`src/rtl/cpk_pkg.sv`:
```
package cpk_pkg;
  typedef enum logic [2:0] {
    OP_WRITE = 3'b000,
    OP_READ  = 3'b001
  } ui_op_e;
endpackage

```
`src/rtl/cpk_lane_packer.sv`:
```
module cpk_lane_packer #(
  parameter int NARROW_W = 64,
  parameter int WIDE_W   = 512,
  localparam int LANES   = WIDE_W / NARROW_W,
  localparam int OFF_W   = $clog2(LANES),
  localparam int LANE_B  = NARROW_W / 8,
  localparam int MASK_W  = WIDE_W / 8
) (
  input  logic [OFF_W-1:0]    lane,
  input  logic [NARROW_W-1:0] word,
  output logic [WIDE_W-1:0]   wide,
  output logic [MASK_W-1:0]   mask
);
  // one slice per lane: the selected lane takes the word and opens its bytes
  for (genvar i = 0; i < LANES; i++) begin : g_lane
    logic hit;
    assign hit = (lane == OFF_W'(i));
    assign wide[i*NARROW_W +: NARROW_W] = hit ? word : '0;
    assign mask[i*LANE_B +: LANE_B]     = hit ? '0 : '1;
  end
endmodule

```
`src/rtl/cpk_track_fifo.sv`:
```
module cpk_track_fifo #(
  parameter int ENT_W = 6,
  parameter int DEPTH = 16,
  localparam int PTR_W = (DEPTH > 1) ? $clog2(DEPTH) : 1,
  localparam int CNT_W = $clog2(DEPTH + 1)
) (
  input  logic             clk,
  input  logic             rst_n,
  input  logic             push,
  input  logic [ENT_W-1:0] push_data,
  input  logic             pop,
  output logic [ENT_W-1:0] head,
  output logic             not_empty,
  output logic             full
);
  logic [ENT_W-1:0] store [DEPTH];
  logic [PTR_W-1:0] wr_ptr, rd_ptr;
  logic [CNT_W-1:0] count;
  logic             pop_eff;

  function automatic logic [PTR_W-1:0] step(input logic [PTR_W-1:0] p);
    return (p == PTR_W'(DEPTH - 1)) ? '0 : p + 1'b1;
  endfunction

  assign not_empty = (count != '0);
  assign full      = (count == CNT_W'(DEPTH));
  assign pop_eff   = pop && not_empty;
  assign head      = store[rd_ptr];

  always_ff @(posedge clk) begin
    if (!rst_n) begin
      wr_ptr <= '0;
      rd_ptr <= '0;
      count  <= '0;
    end else begin
      if (push) wr_ptr <= step(wr_ptr);
      if (pop_eff) rd_ptr <= step(rd_ptr);
      if (push && !pop_eff) count <= count + 1'b1;
      else if (!push && pop_eff) count <= count - 1'b1;
    end
  end

  always_ff @(posedge clk) begin
    if (push) store[wr_ptr] <= push_data;
  end


  no_overflow_chk: assert property (@(posedge clk) disable iff (!rst_n)
    push |-> !full);

  count_bound_chk: assert property (@(posedge clk) disable iff (!rst_n)
    count <= CNT_W'(DEPTH));

  first_entry_chk: assert property (@(posedge clk) disable iff (!rst_n)
    (push && !not_empty) |=> (not_empty && head == $past(push_data)));
endmodule

```
`src/rtl/cpk_cmd_hold.sv`:
```
module cpk_cmd_hold #(
  parameter int ADDR_W   = 28,
  parameter int NARROW_W = 64,
  parameter int TAG_W    = 3,
  parameter int OFF_W    = 3
) (
  input  logic                clk,
  input  logic                rst_n,
  input  logic                load,
  input  logic                load_wr,
  input  logic [TAG_W-1:0]    load_tag,
  input  logic [ADDR_W-1:0]   load_addr,
  input  logic [NARROW_W-1:0] load_word,
  input  logic                cmd_rdy,
  input  logic                wdf_rdy,
  output logic                pending,
  output logic                hold_wr,
  output logic [TAG_W-1:0]    hold_tag,
  output logic [OFF_W-1:0]    hold_off,
  output logic [NARROW_W-1:0] hold_word,
  output logic [ADDR_W-1:0]   ui_addr,
  output logic                ui_en,
  output logic                ui_wren,
  output logic                rd_fire
);
  logic [ADDR_W-1:0] hold_addr;
  logic              wr_go;
  logic              fire;

  function automatic logic [ADDR_W-1:0] burst_base(input logic [ADDR_W-1:0] a);
    return {a[ADDR_W-1:OFF_W], {OFF_W{1'b0}}};
  endfunction

  assign ui_addr  = burst_base(hold_addr);
  assign hold_off = hold_addr[OFF_W-1:0];
  assign wr_go    = pending && hold_wr && cmd_rdy && wdf_rdy;
  assign ui_en    = hold_wr ? wr_go : pending;
  assign ui_wren  = wr_go;
  assign fire     = ui_en && cmd_rdy;
  assign rd_fire  = fire && !hold_wr;

  always_ff @(posedge clk) begin
    if (!rst_n) begin
      pending   <= 1'b0;
      hold_wr   <= 1'b0;
      hold_tag  <= '0;
      hold_addr <= '0;
      hold_word <= '0;
    end else if (load) begin
      pending   <= 1'b1;
      hold_wr   <= load_wr;
      hold_tag  <= load_tag;
      hold_addr <= load_addr;
      hold_word <= load_word;
    end else if (fire) begin
      pending   <= 1'b0;
    end
  end


  hold_stable_chk: assert property (@(posedge clk) disable iff (!rst_n)
    (pending && !fire) |=> (pending && $stable(hold_addr) && $stable(hold_wr)));

  no_load_busy_chk: assert property (@(posedge clk) disable iff (!rst_n)
    load |-> !pending);

  read_held_chk: assert property (@(posedge clk) disable iff (!rst_n)
    (pending && !hold_wr && !cmd_rdy) |=> ui_en);
endmodule

```
`src/rtl/cpk_top.sv`:
```
module cpk_top #(
  parameter int ADDR_W    = 28,
  parameter int NARROW_W  = 64,
  parameter int WIDE_W    = 512,
  parameter int TAG_W     = 3,
  parameter int TRK_DEPTH = 16,
  localparam int LANES    = WIDE_W / NARROW_W,
  localparam int OFF_W    = $clog2(LANES),
  localparam int MASK_W   = WIDE_W / 8,
  localparam int LANE_B   = NARROW_W / 8
) (
  input  logic                clk,
  input  logic                rst_n,
  input  logic                req_wr,
  input  logic                req_rd,
  input  logic [TAG_W-1:0]    req_tag,
  input  logic [ADDR_W-1:0]   req_addr,
  input  logic [NARROW_W-1:0] req_wdata,
  output logic                req_ready,
  input  logic                mem_cmd_rdy,
  input  logic                mem_wdf_rdy,
  output logic                mem_en,
  output logic [2:0]          mem_cmd,
  output logic [ADDR_W-1:0]   mem_addr,
  output logic [WIDE_W-1:0]   mem_wdf_data,
  output logic [MASK_W-1:0]   mem_wdf_mask,
  output logic                mem_wdf_wren,
  output logic                mem_wdf_end,
  input  logic                trk_pop,
  output logic                trk_valid,
  output logic [TAG_W-1:0]    trk_tag,
  output logic [OFF_W-1:0]    trk_off
);
  import cpk_pkg::*;

  logic                pending, hold_wr, ui_en, ui_wren, rd_fire;
  logic                accept, trk_full;
  logic [TAG_W-1:0]    hold_tag;
  logic [OFF_W-1:0]    hold_off;
  logic [NARROW_W-1:0] hold_word;
  logic [TAG_W+OFF_W-1:0] trk_head;

  assign req_ready = !pending && !trk_full;
  assign accept    = req_ready && (req_wr || req_rd);

  cpk_cmd_hold #(
    .ADDR_W(ADDR_W), .NARROW_W(NARROW_W), .TAG_W(TAG_W), .OFF_W(OFF_W)
  ) u_hold (
    .clk(clk), .rst_n(rst_n),
    .load(accept), .load_wr(req_wr), .load_tag(req_tag),
    .load_addr(req_addr), .load_word(req_wdata),
    .cmd_rdy(mem_cmd_rdy), .wdf_rdy(mem_wdf_rdy),
    .pending(pending), .hold_wr(hold_wr), .hold_tag(hold_tag),
    .hold_off(hold_off), .hold_word(hold_word),
    .ui_addr(mem_addr), .ui_en(ui_en), .ui_wren(ui_wren), .rd_fire(rd_fire)
  );

  cpk_lane_packer #(.NARROW_W(NARROW_W), .WIDE_W(WIDE_W)) u_pack (
    .lane(hold_off), .word(hold_word),
    .wide(mem_wdf_data), .mask(mem_wdf_mask)
  );

  cpk_track_fifo #(.ENT_W(TAG_W + OFF_W), .DEPTH(TRK_DEPTH)) u_trk (
    .clk(clk), .rst_n(rst_n),
    .push(rd_fire), .push_data({hold_tag, hold_off}),
    .pop(trk_pop), .head(trk_head),
    .not_empty(trk_valid), .full(trk_full)
  );

  assign mem_en       = ui_en;
  assign mem_cmd      = hold_wr ? OP_WRITE : OP_READ;
  assign mem_wdf_wren = ui_wren;
  assign mem_wdf_end  = ui_wren;
  assign trk_tag      = trk_head[TAG_W+OFF_W-1:OFF_W];
  assign trk_off      = trk_head[OFF_W-1:0];


  wr_both_rdy_chk: assert property (@(posedge clk) disable iff (!rst_n)
    mem_wdf_wren |-> (mem_cmd_rdy && mem_wdf_rdy && mem_en && mem_cmd == OP_WRITE));

  mask_count_chk: assert property (@(posedge clk) disable iff (!rst_n)
    mem_wdf_wren |-> ($countones(mem_wdf_mask) == MASK_W - LANE_B));

  idle_chk: assert property (@(posedge clk) disable iff (!rst_n)
    (!req_wr && !req_rd && !pending) |=> !mem_en);

  full_block_chk: assert property (@(posedge clk) disable iff (!rst_n)
    trk_full |-> !req_ready);
endmodule

```
`config.mk`:
```
export PLATFORM = sky130hd
export DESIGN_NAME = cpk_top
export DESIGN_NICKNAME = d
export VERILOG_FILES = /design/src/rtl/cpk_pkg.sv /design/src/rtl/cpk_lane_packer.sv /design/src/rtl/cpk_track_fifo.sv /design/src/rtl/cpk_cmd_hold.sv /design/src/rtl/cpk_top.sv
export SDC_FILE = /design/constraint.sdc
export NUM_CORES = 1
export LEC_CHECK = 0
export CAP_MARGIN = 30
export CORE_AREA = 5 5 275 277
export CTS_CLUSTER_SIZE = 25
export DETAILED_ROUTE_END_ITERATION = 16
export DIE_AREA = 0 0 280 282
export GPL_ROUTABILITY_DRIVEN = 1
export GPL_TIMING_DRIVEN = 1
export HOLD_SLACK_MARGIN = 0.08
export MAX_ROUTING_LAYER = met4
export SETUP_SLACK_MARGIN = 0.4
export SLEW_MARGIN = 20
export SYNTH_ARGS = -nofsm -noshare
export SYNTH_HDL_FRONTEND = slang
export SYNTH_SLANG_ARGS = --single-unit
```
`constraint.sdc`:
```
create_clock -name clk -period 2.5 [get_ports clk]
set_clock_uncertainty 0.1 [all_clocks]
set_input_delay 0.375 -clock clk [delete_from_list [all_inputs] [get_ports clk]]
set_output_delay 0.375 -clock clk [all_outputs]
set_load 0.05 [all_outputs]
```
==> flow_summary.yaml <==
drt:
  vias_per_cell: 4.19
  drc: 0
  via_count: 13200
  routed_wl_um: 80400
  routedWlPerCell_um: 25.6
  firstDrtPassIters: 5
  drtAntennaViolNets: 0
  first_iter_violations: 583
setup_path:
  path_delay_family: "multiplexers"
  crit_path_end_kind: "primary output"
  required_ns: 2.03
  worstPathBufferInverterCount: 2
  path_class: "reg -> out"
  critPathMaxStageDelay_ns: 0.51
  crit_chain: "buf_16 > mux4_2 > a22oi_2 > nand2_2 > buf_8"
  cp_max_fo: 6
  critPathSlowestCell: "mux4_2"
  critPathLaunchType: "register"
  crit_arrival_ns: 2.19
power:
  p_leak_uw: 0.0129
  power_uw: 19300
  powerDensity_nw_per_um2: 604
  ir_drop_v: 0.000586
clock_network:
  htree_levels: 1
  cts_made_buffers: 28
  cts_tree: "yes"
  worstSkewPairLatency_ns: 0.58
  clock_sinks: 210
  clk_pin_slew_worst_paths_ns: 0.07
  cts.path.max_buffers: 3
  cts-root-buf: "clkbuf_16"
sta:
  max_freq_mhz: 375
  report.final.slew_viol_count: 0
  finalCriticalPeriod_ns: 2.67
  rsz0062_at_grt: "yes"
  hold_viol: 0
  fin_ws_ns: -0.167
  setup_tns_ns: -23.13
  relSlewSlack_pct: 47.8
  min_period_over_period_pct: 107
  setup_viol: 437
  worstMarginPinSlew_ns: 0.782
grt:
  grtUsageTotal_pct: 18.4
  grt_pass1_wl_um: 103000
  grt_antenna_before_repair: 17
  grt-ovfl-total: 0
  grt_max_degree: 79
  grt_pass1_vias: 13300
floorplan:
  design.core.area_um2: 72600
  pin_count: 720
  die_x_um: 280
  die-area_um2: 79000
  fp-row-count: 99
  start_util_pct: 17.3
  dieHeight_um: 282
synthesis:
  synth-edff-count: 96
  yosysTopAreaCellShare_pct: 25.7
  synth_cells: 1350
  yosysSeqAreaShare_pct: 41.1
  ys_types: 50
  synth-seq-cells: 210
  syn_area_um2: 12600
  async_flop_share_pct: 0
  yosys-top-cells-area: "and2_1 (26%), edfxtp_1 (23%), dfxtp_1 (18%)"
  yosys.area.top_type: "and2_1"
  yosys_warnings: 0
  avgSynthCellArea_um2: 9.32
  ys.flop_type: "dfxtp_1"
layout:
  areaGrowthSynthToFinish_pct: 154
  nNetsFinal: 2266
  final_cell_mix: "buf_12 (592), and2_4 (489), nand2_1 (109)"
  fill_cells: 6438
  final_common_cell: "buf_12"
  drive_above_1_share_pct: 71.5
outcome:
  status: "complete, but fails checks"
  violations: "setup timing"
run:
  max_cap_viol_count: 0
placed_design:
  port-buffer-count: 714
  dpl.hpwl_um: 49400
  gp_congestion: 0.838
min_path:
  hold_path_class: "in -> reg"
through the flow:
stage	cells	hold WS (ns)	util, %	area (um2)	setup WS (ns)
2_1_floorplan	1354	0.377	-	13200	0.0488
3_3_place_gp	2913	0.336	36.1	26200	0.0134
4_1_cts	3069	0.0905	41.3	29900	-0.216
3_5_place_dp	2913	0.339	36.1	26200	-0.0675
6_report	3144	0.103	44.0	31900	-0.167
5_1_grt	3142	0.115	44.0	31900	-0.258
cells in the mapped netlist, drive strengths merged, types with 3 or more instances:
cell	instances
dfxtp	114
nand2b	3
a21o	3
buf	94
and2	517
o21ai	97
nor3	5
nand3	100
a22oi	12
edfxtp	96
inv	14
nor2b	7
nand2	117
xnor2	4
mux2i	3
nor3b	3
clkbuf	81
nor2	18
mux4	24
ha	9
a21oi	6
registers in the layout (all words and copies together) (netlist names), named ones only:
| register | cells |
|---|---|
| u_hold.hold_wr | 1 |
| u_hold.hold_word | 64 |
| u_hold.pending | 1 |
| u_trk.store | 96 |
| u_trk.wr_ptr | 4 |
| u_trk.rd_ptr | 4 |
| u_trk.count | 5 |
| u_hold.hold_tag | 3 |
| u_hold.hold_addr | 28 |
final cells by class:
| cell class | instances | area, um2 | share of cell area (%) |
|---|---|---|---|
| diodes | 9 | 22.5 | 0.0705 |
| clock buffers | 28 | 701 | 2.19 |
| clock inverters | 24 | 264 | 0.826 |
| inverters | 14 | 83.8 | 0.262 |
| multi-input cells | 955 | 7890 | 24.7 |
| flip-flops and latches | 210 | 5190 | 16.2 |
| well taps | 959 | 1200 | 3.76 |
| repair buffers | 945 | 16600 | 51.9 |
what timing repair did:
action                     CTS  global route
pin swaps                   16            21
setup endpoints to repair  615           617
hold buffers                 0             0
resized for setup          431           401
cloned                      40            23
buffers inserted            64            43
path summary, 6_finish.rpt:
kind	startpoint	endpoint	slack, ns	depth (start not counted)
min reg2reg	u_hold.hold_addr[15]	u_hold.hold_addr[15]	0.34	2
min	rst_n	u_hold.hold_word[63]	0.10	3
max reg2reg	u_trk.count[1]	u_trk.count[3]	-0.01	9
max	register	trk_off[1]	-0.17	5
worst reg2reg max path, delay by kind of cell, from the launching register on:
family          cells  cell delay, ns
buf+inv             1            0.05
simple gates        3            1.15
compound gates      3            0.36
fa+ha+maj           2            0.44
flops               1            0.33
kinds of logic (layout without fill, tap and decap cells):
family                     count (synthesis)  after routing  share of synthesized area (%)
and+or+nand+nor                          780            780                           38.7
DFF                                      210            210                           41.1
buffers and inverters                    189           1011                           8.39
AOI/OAI and AO/OA                        129            129                           5.98
muxes                                     27             27                           4.54
adders and majority gates                 10             10                           1.05
xor gates and xnor gates                   4              4                          0.279
other                                      1             14                         0.0298
metal layers:
layer,vias up,track usage [%],routed length [um]
met5,-,-,0
met4,0,2.98,1620
met3,94,4.17,4470
met2,500,33.1,42500
met1,6552,21.3,31700
li1,6016,-,-
report_power, final:
group          total [uW]  internal (uW)  switching, uW
combinational       10400           4880           5480
sequential           4830           4010            816
clock                4100           2260           1840
total               19300          11100           8140
Note: power is estimated with default switching activity, not from simulation.
